**src/rtl/pam_pkg.sv**
```systemverilog
package pam_pkg;

    typedef enum logic {
        MEAS_HIGH   = 1'b0,
        MEAS_PERIOD = 1'b1
    } meas_mode_e;

endpackage

```
**src/rtl/pam_tick_gen.sv**
```systemverilog
module pam_tick_gen #(
    parameter int DIV = 20000
) (
    input  logic clk,
    input  logic rst_n,
    output logic tick_o
);
    localparam int PW = (DIV > 1) ? $clog2(DIV) : 1;
    localparam logic [PW-1:0] LAST = PW'(DIV - 1);

    typedef struct packed {
        logic [PW-1:0] pre;
    } tick_state_t;

    tick_state_t st_d, st_q;

    always_comb begin
        st_d   = st_q;
        tick_o = (st_q.pre == LAST);
        if (tick_o) begin
            st_d.pre = '0;
        end else begin
            st_d.pre = st_q.pre + 1'b1;
        end
    end

    always_ff @(posedge clk) begin
        if (!rst_n) begin
            st_q <= '0;
        end else begin
            st_q <= st_d;
        end
    end
endmodule

```
**src/rtl/pam_edge_sync.sv**
```systemverilog
module pam_edge_sync #(
    parameter int STAGES = 2
) (
    input  logic clk,
    input  logic rst_n,
    input  logic sig_i,
    output logic rise_o,
    output logic fall_o
);
    typedef struct packed {
        logic [STAGES-1:0] sh;
        logic              prev;
    } sync_state_t;

    sync_state_t st_d, st_q;
    logic        synced;

    assign synced = st_q.sh[STAGES-1];

    always_comb begin
        st_d       = st_q;
        st_d.sh[0] = sig_i;
        for (int i = 1; i < STAGES; i++) begin
            st_d.sh[i] = st_q.sh[i-1];
        end
        st_d.prev = synced;
        rise_o    = synced & ~st_q.prev;
        fall_o    = ~synced & st_q.prev;
    end

    always_ff @(posedge clk) begin
        if (!rst_n) begin
            st_q <= '0;
        end else begin
            st_q <= st_d;
        end
    end
endmodule

```
**src/rtl/pam_interval_timer.sv**
```systemverilog
module pam_interval_timer
    import pam_pkg::*;
#(
    parameter int CNT_W = 16
) (
    input  logic             clk,
    input  logic             rst_n,
    input  logic             tick_i,
    input  logic             rise_i,
    input  logic             fall_i,
    input  meas_mode_e       mode_i,
    output logic             push_o,
    output logic [CNT_W-1:0] sample_o,
    output logic             sat_o,
    output logic             armed_o
);
    localparam logic [CNT_W-1:0] CMAX = '1;

    typedef struct packed {
        logic             armed;
        logic [CNT_W-1:0] cnt;
    } tmr_state_t;

    tmr_state_t       st_d, st_q;
    logic             close_evt;
    logic [CNT_W-1:0] cnt_inc;

    assign armed_o = st_q.armed;

    always_comb begin
        st_d    = st_q;
        cnt_inc = (st_q.cnt == CMAX) ? CMAX : st_q.cnt + 1'b1;

        // closing edge depends on the measurement kind
        if (mode_i == MEAS_PERIOD) begin
            close_evt = st_q.armed & rise_i;
        end else begin
            close_evt = st_q.armed & fall_i;
        end

        // saturation only when no closing edge shares the tick
        sat_o  = st_q.armed & tick_i & (st_q.cnt == CMAX) & ~close_evt;
        push_o = close_evt | sat_o;

        if (close_evt) begin
            sample_o = tick_i ? cnt_inc : st_q.cnt;
        end else begin
            sample_o = CMAX;
        end

        if (rise_i) begin
            st_d.armed = 1'b1;
            st_d.cnt   = '0;
        end else if (close_evt || sat_o) begin
            st_d.armed = 1'b0;
            st_d.cnt   = '0;
        end else if (st_q.armed && tick_i) begin
            st_d.cnt = cnt_inc;
        end
    end

    always_ff @(posedge clk) begin
        if (!rst_n) begin
            st_q <= '0;
        end else begin
            st_q <= st_d;
        end
    end
endmodule

```
**src/rtl/pam_avg_ring.sv**
```systemverilog
module pam_avg_ring #(
    parameter int W     = 16,
    parameter int DEPTH = 8
) (
    input  logic         clk,
    input  logic         rst_n,
    input  logic         push_i,
    input  logic [W-1:0] sample_i,
    output logic [W-1:0] last_o,
    output logic [W-1:0] avg_o,
    output logic         full_o
);
    localparam int AW     = $clog2(DEPTH);
    localparam int SUM_W  = W + AW;
    localparam int FILL_W = AW + 1;
    localparam logic [FILL_W-1:0] FULL_CNT = FILL_W'(DEPTH);

    typedef struct packed {
        logic [DEPTH-1:0][W-1:0] mem;
        logic [AW-1:0]           wptr;
        logic [SUM_W-1:0]        sum;
        logic [FILL_W-1:0]       fill;
        logic [W-1:0]            last;
    } ring_state_t;

    ring_state_t st_d, st_q;
    logic [W-1:0] oldest;

    assign last_o = st_q.last;
    assign avg_o  = st_q.sum[SUM_W-1:AW];
    assign full_o = (st_q.fill == FULL_CNT);

    always_comb begin
        st_d   = st_q;
        oldest = st_q.mem[st_q.wptr];
        if (push_i) begin
            st_d.mem[st_q.wptr] = sample_i;
            st_d.sum  = st_q.sum + SUM_W'(sample_i) - SUM_W'(oldest);
            st_d.wptr = st_q.wptr + 1'b1;
            st_d.last = sample_i;
            if (st_q.fill != FULL_CNT) begin
                st_d.fill = st_q.fill + 1'b1;
            end
        end
    end

    always_ff @(posedge clk) begin
        if (!rst_n) begin
            st_q <= '0;
        end else begin
            st_q <= st_d;
        end
    end
endmodule

```
**src/rtl/pulse_avg_meter.sv**
```systemverilog
module pulse_avg_meter
    import pam_pkg::*;
#(
    parameter int TICK_DIV    = 20000,
    parameter int CNT_W       = 16,
    parameter int AVG_DEPTH   = 8,
    parameter int SYNC_STAGES = 2
) (
    input  logic             clk,
    input  logic             rst_n,
    input  logic             pulse_in,
    input  logic             mode_sel,
    output logic [CNT_W-1:0] interval_o,
    output logic [CNT_W-1:0] average_o,
    output logic             valid_o
);
    logic             tick;
    logic             edge_rise;
    logic             edge_fall;
    logic             smp_push;
    logic             smp_sat;
    logic             tmr_armed;
    logic [CNT_W-1:0] smp_val;
    meas_mode_e       mode;

    assign mode = meas_mode_e'(mode_sel);

    pam_tick_gen #(.DIV(TICK_DIV)) u_tick (
        .clk    (clk),
        .rst_n  (rst_n),
        .tick_o (tick)
    );

    pam_edge_sync #(.STAGES(SYNC_STAGES)) u_sync (
        .clk    (clk),
        .rst_n  (rst_n),
        .sig_i  (pulse_in),
        .rise_o (edge_rise),
        .fall_o (edge_fall)
    );

    pam_interval_timer #(.CNT_W(CNT_W)) u_timer (
        .clk      (clk),
        .rst_n    (rst_n),
        .tick_i   (tick),
        .rise_i   (edge_rise),
        .fall_i   (edge_fall),
        .mode_i   (mode),
        .push_o   (smp_push),
        .sample_o (smp_val),
        .sat_o    (smp_sat),
        .armed_o  (tmr_armed)
    );

    pam_avg_ring #(.W(CNT_W), .DEPTH(AVG_DEPTH)) u_ring (
        .clk      (clk),
        .rst_n    (rst_n),
        .push_i   (smp_push),
        .sample_i (smp_val),
        .last_o   (interval_o),
        .avg_o    (average_o),
        .full_o   (valid_o)
    );
endmodule

```
**config.mk**
```make
export PLATFORM = sky130hd
export DESIGN_NAME = pulse_avg_meter
export DESIGN_NICKNAME = d
export VERILOG_FILES = /design/src/rtl/pam_pkg.sv /design/src/rtl/pam_tick_gen.sv /design/src/rtl/pam_edge_sync.sv /design/src/rtl/pam_interval_timer.sv /design/src/rtl/pam_avg_ring.sv /design/src/rtl/pulse_avg_meter.sv
export SDC_FILE = /design/constraint.sdc
export NUM_CORES = 1
export LEC_CHECK = 0
export BUFFER_PORTS_ARGS = -buffer_cell sky130_fd_sc_hd__buf_4
export CAP_MARGIN = 10
export CELL_PAD_IN_SITES_DETAIL_PLACEMENT = 1
export CELL_PAD_IN_SITES_GLOBAL_PLACEMENT = 1
export CORE_ASPECT_RATIO = 1.4
export CORE_MARGIN = 2
export CORE_UTILIZATION = 45
export DETAILED_ROUTE_END_ITERATION = 12
export PLACE_DENSITY_LB_ADDON = 0.1
export SYNTH_ARGS = -nofsm -noshare
export SYNTH_HDL_FRONTEND = slang
export SYNTH_SLANG_ARGS = --single-unit
```
**constraint.sdc**
```tcl
create_clock -name clk -period 6.15 [get_ports clk]
set_input_delay 0.9225 -clock clk [delete_from_list [all_inputs] [get_ports clk]]
set_output_delay 0.9225 -clock clk [all_outputs]
set_load 0.02 [all_outputs]
```
==> results.md, run 1 <==
- Outcome: completed
- Critical Path Max Stage Delay: between 0.5 and 0.6 ns
- GR Overflow Total: 0
- Crit Path Class: reg -> reg
- Worst Path Arrival: between 5 and 6 ns
- Startpoint types: flip-flop
- Leading area contributor after synthesis: dfxtp_1
- Top post-synthesis cells by area: dfxtp_1 (40%), mux4_2 (7.0%), nor2_1 (5.8%)
- CTS root buffer: clkbuf_16
- Most common cell after layout, fill and taps aside: dfxtp_1
- Fin crit period: 5.246 ns
- Chip Width: roughly 130 µm
- Die height: between 150 and 200 µm
- Distinct cells, synth: between 60 and 70
- Final Hold Vio Count: 0
- Hpwl dp: 18860 µm
- Avg Inst Size Synth: approximately 9.2 µm²
- Post-DP Area: between 0.01 and 0.015 mm²
- Overall routed net length: about 28000 µm
- Ys async rst share: 0
- Fraction of the cycle the final worst path needs: 0.8530
- VDD IR-drop max: ~0.00021 V
- Initial Utilization: 0.4567
- CTS Hold Bufs: 0
- Clock Latency Late Sink: between 0.5 and 0.6 ns
- DRC Markers: 0
- Drt pass-1 iters: 6
- Io pins: 37
- Clk slew on worst S/H paths: about 0.06 ns
- Buffers on Ports: 36
- Row cnt: 65
- Initial antenna violation count: 0
- Routed vias: approximately 8k
- Worst Setup End Kind: flip-flop
- Actual transition at the worst max-transition pin: between 0.9 and 1 ns
- CP most frequent cell: ha_1
- Register area share after synthesis: 0.3989
- P per Cell Area: between 200 and 300 mW/mm²
- Net count reported at finish: about 1.1k
- Largest net degree at the start of global routing: between 70 and 80
- Design Area, Final: approximately 0.011 mm²
- Core ar.: 0.02253 mm²
- Share of cells above drive strength 1: 0.1674
- H-tree depth: 1
- Net Sw Power: 0.6667 mW
- Worst path slowest cell: or2_2
- Number of synthesized flops with an enable pin: 0
- Ys Warns: 0
- Filler Cells Inserted: roughly 2.6k
- Seq cells post-synth: between 200 and 250
- Max Slew Vio Count: 0
- Yosys top cell area share: 0.3989
- Die area: around 0.024 mm²
- Clock buffers created by TritonCTS: 23
- Clock network fraction of design power: 0.491
- # setup viols final: 0
- Worst-path fanout max: 11
- Inserted Diodes: 0
- Sequential Power Share: 0.461
- Clock Sinks: 205
- F_max: roughly 0.19 GHz
- CTS tree: yes
- Setup bufs post-CTS: 0
- GR Util All Layers: 0.2374
- 1st-iter DRT viols: approximately 340
- RSZ-0062 raised after global routing: false
- Vias in the first global route: around 8.6k
- Max cap viols: 0
- Leak: approximately 4.1 nW
- Hold Crit Class: reg -> reg
- Top_reg_cell synth: dfxtp_1
- Cell Area, Synth: 0.01029 mm²
- Routed Antenna Nets: 0
- Area growth, synth to finish: 10.23%
- Detailed-route wire length per cell: approximately 20 µm
- Post-CTS Resized: 0
- CP cell instances: ha_1, and3_1, nand4_1, or2_2, nand2_1, a211oi_2, buf_4, ha_1, inv_1, ha_1, fa_1, a211oi_1, o21bai_1, o21ai_1, a2111oi_0, or4_1, a21oi_1, mux2i_1
- Slew HR: 0.3342
- Worst EP required: 6.62 ns
- Worst Clk Skew: 0.03016 ns
- Internal power: between 2 and 2.5 mW
- Global-route wire length before repair: 46330 µm
- Post-Synthesis Cells: around 1.1k
- CTS Buffer Depth: 3
- Sw Ratio: 0.2293
- Detail-routed via count per cell: ~5.7
- Sum Neg Setup Slack: 0 ns
- Comb pwr share: 0.048
- Hold Slack: between 0.4 and 0.5 ns
- Final Wtd Congestion: roughly 0.83
- Post-Syn Nets: 1160
- Commonest cells after routing, fill and taps aside: dfxtp_1 (203), nor2_1 (158), a21oi_1 (97)
## power groups by stage
stage	combinational [mW]	clock [mW]	sequential, mW
CTS	0.140	1.46	1.34
floorplan	0.107	0	1.37
global placement	0.138	0	1.37
detailed placement	0.139	0	1.37
finish	0.139	1.43	1.34
global route	0.154	1.51	1.34
## per-layer routing
layer	part of all wire	global-route usage	vias up	wire (µm)
li1	-	-	3924	-
met1	0.44	0.2914	3947	12430
met2	0.52	0.4452	82	14600
met3	0.024	0.03013	29	672
met4	0.015	0.04870	0	433
met5	0	0	-	0
## final timing paths
check / startpoint / end / slack, ns / cells past startpoint
max: u_timer.st_q[0]$_SDFFE_PP0P_ / u_ring.avg_o[15]$_SDFFE_PN0P_ / 0.90 / 18
min: u_sync.st_d[2]$_SDFF_PN0_ / u_sync.st_d[0]$_SDFF_PN0_ / 0.43 / 1
max reg2reg: u_timer.st_q[0]$_SDFFE_PP0P_ / u_ring.avg_o[15]$_SDFFE_PN0P_ / 0.90 / 18
min reg2reg: u_sync.st_d[2]$_SDFF_PN0_ / u_sync.st_d[0]$_SDFF_PN0_ / 0.43 / 1
## cell type report
type | count | area (µm²) | area share
multi-input cells | 757 | 5416 | 0.4777
flip-flops and latches | 205 | 4106 | 0.3621
clock buffers | 30 | 631.9 | 0.05572
repair buffers | 67 | 503.0 | 0.04436
well taps | 301 | 376.6 | 0.03321
inverters | 42 | 158.9 | 0.01401
clock inverters | 10 | 146.4 | 0.01291
## sequential cells by signal (all words and copies together), names as in the netlist
name             cells
u_ring.st_q        138
u_ring.avg_o        16
u_ring.last_o       16
u_timer.st_q        16
u_tick.st_q         15
u_sync.st_d          2
u_sync.st_q          1
u_timer.armed_o      1
## synth_stat cells (all sizes together) (5+ instances only)
| library cell | n |
|---|---|
| dfxtp | 205 |
| nor2 | 159 |
| a21oi | 100 |
| a211oi | 97 |
| o21ai | 83 |
| buf | 70 |
| nand2 | 58 |
| clkbuf | 42 |
| inv | 42 |
| mux4 | 32 |
| ha | 24 |
| nand3 | 19 |
| and3 | 16 |
| fa | 16 |
| nor3 | 14 |
| xnor2 | 14 |
| mux2 | 13 |
| nand4 | 11 |
| xor2 | 11 |
| mux2i | 10 |
| a21o | 8 |
| and2 | 7 |
| nand2b | 7 |
| o21a | 6 |
| a31oi | 5 |
| o31ai | 5 |
## cells by family (layout without fill, tap and decap cells)
| group | Yosys count | in the layout | share of synthesized area |
|---|---|---|---|
| xor+xnor | 25 | 25 | 0.02128 |
| buf+inv | 154 | 149 | 0.07468 |
| flops | 205 | 205 | 0.3989 |
| simple gates | 312 | 312 | 0.1466 |
| mux | 55 | 55 | 0.09402 |
| fa+ha+maj | 40 | 40 | 0.06033 |
| compound gates | 325 | 325 | 0.2042 |
## critical path: cells and delay by family (launching register included)
kind	cells	cell delay, ns
simple gates	5	1.80
compound gates	6	1.31
fa+ha+maj	4	1.23
flops	1	0.44
buf+inv	2	0.23
mux	1	0.19
## through the flow
| stage | setup WS [ns] | std cells | util | power, mW |
|---|---|---|---|---|
| 2_1_floorplan | 1.588 | 1116 | - | 1.475 |
| 3_3_place_gp | 1.041 | 1372 | 0.4688 | 1.508 |
| 3_5_place_dp | 0.9318 | 1372 | 0.4688 | 1.509 |
| 4_1_cts | 0.8926 | 1412 | 0.5034 | 2.944 |
| 5_1_grt | 0.4660 | 1412 | 0.5034 | 3.009 |
| 6_report | 0.9042 | 1412 | 0.5034 | 2.907 |
No activity file was read; power rests on OpenSTA's default activity.
==> run 2, diff against run 1 <==
--- a/config.mk
+++ b/config.mk
@@ -7,13 +7,10 @@
 export LEC_CHECK = 0
 export BUFFER_PORTS_ARGS = -buffer_cell sky130_fd_sc_hd__buf_4
 export CAP_MARGIN = 10
-export CELL_PAD_IN_SITES_DETAIL_PLACEMENT = 1
-export CELL_PAD_IN_SITES_GLOBAL_PLACEMENT = 1
 export CORE_ASPECT_RATIO = 1.4
 export CORE_MARGIN = 2
 export CORE_UTILIZATION = 45
 export DETAILED_ROUTE_END_ITERATION = 12
-export PLACE_DENSITY_LB_ADDON = 0.1
 export SYNTH_ARGS = -nofsm -noshare
 export SYNTH_HDL_FRONTEND = slang
 export SYNTH_SLANG_ARGS = --single-unit
==> run 2 against run 1 <==
  * Cell count down 0.35%
  * Clock skew down 0.020 ns
  * Combinational power about the same
  * Register-to-register slack worse by 0.06 ns
  * Sequential power about the same
  * Critical path depth unchanged
  * Global-route usage down 3.2 points
  * Count of clock-buffer cells in the layout down 3
  * Wire length down 12%
  * Largest cell class unchanged
  * Die area unchanged
  * Clock power down 9.8%
==> results.md, run 2 (same netlist as run 1, synthesis figures left out) <==
- Startpoint types: flip-flop (unchanged)
- Fin crit period: 5.301 ns (was 5.246 ns)
- Max Slew Vio Count: 0 (unchanged)
- Clock Sinks: 205 (unchanged)
- R2R depth: 18 (unchanged)
- Post-CTS Resized: 0 (unchanged)
- Beginning of the worst hold path: u_sync.st_d[2]$_SDFF_PN0_ (unchanged)
- Worst EP required: 6.59 ns (was 6.62 ns)
- Net Sw Power: 0.6326 mW (was 0.6667 mW)
- Worst hold endpoint: u_sync.st_d[0]$_SDFF_PN0_ (unchanged)
- Net count reported at finish: 1135 (was 1140)
- Vias in the first global route: 7546 (was 8628)
- CTS tree: yes (unchanged)
- CTS Buffer Depth: 3 (unchanged)
- Hpwl dp: 16500 µm (was 18860 µm)
- Row cnt: 65 (unchanged)
- Worst path slowest cell: or2_2 (unchanged)
- P per Cell Area: 246.6 mW/mm² (was 256.4 mW/mm²)
- CP most frequent cell: ha_1 (unchanged)
- Worst Clk Skew: 0.01044 ns (was 0.03016 ns)
- Most flop-heavy register: u_ring.st_q (unchanged)
- DRC Markers: 0 (unchanged)
- Initial antenna violation count: 0 (unchanged)
- Routed vias: 7819 (was 7982)
- CP cell instances: ha_1, and3_1, nand4_1, or2_2, nand2_1, a211oi_2, buf_4, ha_1, inv_1, ha_1, fa_1, a211oi_1, o21bai_1, o21ai_1, a2111oi_0, or4_1, a21oi_1, mux2i_1 (unchanged)
- Most common cell after layout, fill and taps aside: dfxtp_1 (unchanged)
- Inserted Diodes: 0 (unchanged)
- CTS root buffer: clkbuf_16 (unchanged)
- Die height: 182.9 µm (unchanged)
- Design Area, Final: 0.01123 mm² (was 0.01134 mm²)
- Worst R2R Start: u_timer.st_q[0]$_SDFFE_PP0P_ (unchanged)
- RSZ-0062 raised after global routing: false (unchanged)
- Critical Path Max Stage Delay: 0.50 ns (was 0.51 ns)
- # setup viols final: 0 (unchanged)
- VDD IR-drop max: 0.0002393 V (was 0.0002074 V)
- GR Overflow Total: 0 (unchanged)
- Chip Width: 131.8 µm (unchanged)
- Area growth, synth to finish: 9.182% (was 10.23%)
- Internal power: 2.137 mW (was 2.240 mW)
- Drt pass-1 iters: 5 (was 6)
- Routed Antenna Nets: 0 (unchanged)
- Buffers on Ports: 36 (unchanged)
- Sequential Power Share: 0.484 (was 0.461)
- Die area: 0.02410 mm² (unchanged)
- Max cap viols: 0 (unchanged)
- Sum Neg Setup Slack: 0 ns (unchanged)
- Max FFs per register: 138 (unchanged)
- Largest net degree at the start of global routing: 97 (was 79)
- Internal reg-to-reg setup slack: 0.85 ns (was 0.90 ns)
- Final Hold Vio Count: 0 (unchanged)
- Detail-routed via count per cell: 5.557 (was 5.653)
- GR Util All Layers: 0.2051 (was 0.2374)
- Initial Utilization: 0.4567 (unchanged)
- Clk slew on worst S/H paths: 0.06 ns (about the same)
- H-tree depth: 1 (unchanged)
- Clock network fraction of design power: 0.467 (was 0.491)
- Crit Path Class: reg -> reg (unchanged)
- Worst r2r dst: u_ring.avg_o[15]$_SDFFE_PN0P_ (unchanged)
- Worst Setup End Kind: flip-flop (unchanged)
- Fraction of the cycle the final worst path needs: 0.8620 (was 0.8530)
- Filler Cells Inserted: 2134 (was 2578)
- Final Wtd Congestion: 0.9658 (was 0.8329)
- Reg area: 0.004106 mm² (unchanged)
- Worst Path Arrival: 5.74 ns (was 5.71 ns)
- Leak: 4.061 nW (was 4.118 nW)
- Hold Crit Class: reg -> reg (unchanged)
- 1st-iter DRT viols: 493 (was 339)
- Share of cells above drive strength 1: 0.1646 (was 0.1674)
- Commonest cells after routing, fill and taps aside: dfxtp_1 (203), nor2_1 (158), a21oi_1 (97) (unchanged)
- Setup bufs post-CTS: 0 (unchanged)
- Hold path cells: 1 (unchanged)
- Area occupied by multi-input gates: 0.005416 mm² (unchanged)
- Slew HR: 0.2432 (was 0.3342)
- Comb pwr share: 0.049 (was 0.048)
- Post-DP Area: 0.01054 mm² (was 0.01056 mm²)
- Outcome: completed (unchanged)
- Global-route wire length before repair: 40280 µm (was 46330 µm)
- Actual transition at the worst max-transition pin: 1.135 ns (was 0.9912 ns)
- F_max: 0.1886 GHz (was 0.1906 GHz)
- Overall routed net length: 24800 µm (was 28140 µm)
- Worst-path fanout max: 11 (unchanged)
- CTS Hold Bufs: 0 (unchanged)
- Detailed-route wire length per cell: 17.63 µm (was 19.93 µm)
- Clock buffers created by TritonCTS: 21 (was 23)
- Clock Latency Late Sink: 0.50 ns (was 0.54 ns)
- Io pins: 37 (unchanged)
- Sw Ratio: 0.2284 (was 0.2293)
- Core ar.: 0.02253 mm² (unchanged)
run 2: power by group through the flow:
stage | clock [mW] | sequential (mW) | combinational, mW
CTS | 1.32 | 1.34 | 0.136
finish | 1.29 | 1.34 | 0.137
detailed placement | 0 | 1.37 | 0.135
global route | 1.38 | 1.34 | 0.150
floorplan | 0 | 1.37 | 0.107
global placement | 0 | 1.37 | 0.135
run 2: metal layers:
metal  GRT usage  vias to the layer above  routed length [µm]
li1            -                     3902                   -
met1      0.2686                     3723               11110
met2      0.3606                      166               12300
met3     0.02211                       28                 921
met4     0.05652                        0                 478
met5           0                        -                   0
run 2: metrics by stage:
stage / util / setup slack [ns] / power (mW) / hold WS [ns] / std cells
2_1_floorplan: - / 1.588 / 1.475 / 0.4119 / 1116
3_3_place_gp: 0.4678 / 1.013 / 1.505 / 0.4226 / 1369
3_5_place_dp: 0.4678 / 0.9649 / 1.505 / 0.4267 / 1369
4_1_cts: 0.4986 / 0.9147 / 2.795 / 0.4441 / 1407
5_1_grt: 0.4986 / 0.5093 / 2.865 / 0.4573 / 1407
6_report: 0.4986 / 0.8486 / 2.770 / 0.4375 / 1407
run 2: final cells by class:
cell class	instances	area share
clock inverters	11	0.01025
repair buffers	64	0.04278
multi-input cells	757	0.4822
well taps	301	0.03353
inverters	42	0.01415
clock buffers	27	0.05146
flip-flops and latches	205	0.3656
run 2: worst max path at each step:
stage,start,endpoint,cells after the start
floorplan,u_ring.st_q[39]$_SDFFE_PN0P_,u_ring.avg_o[15]$_SDFFE_PN0P_,14
global placement,mode_sel,u_ring.avg_o[15]$_SDFFE_PN0P_,15
detailed placement,u_timer.st_q[0]$_SDFFE_PP0P_,u_ring.avg_o[15]$_SDFFE_PN0P_,18
CTS,u_timer.st_q[0]$_SDFFE_PP0P_,u_ring.avg_o[15]$_SDFFE_PN0P_,18
global route,u_timer.st_q[0]$_SDFFE_PP0P_,u_ring.avg_o[15]$_SDFFE_PN0P_,18
finish,u_timer.st_q[0]$_SDFFE_PP0P_,u_ring.avg_o[15]$_SDFFE_PN0P_,18
run 2: critical path: cells and delay by family (launching register included):
| family | cells | cell delay, ns |
|---|---|---|
| AND/OR/NAND/NOR | 5 | 1.76 |
| AO/OA/AOI/OAI | 6 | 1.36 |
| adder cells (fa/ha/maj) | 4 | 1.20 |
| flip-flops | 1 | 0.46 |
| buffers and inverters | 2 | 0.25 |
| multiplexers | 1 | 0.19 |
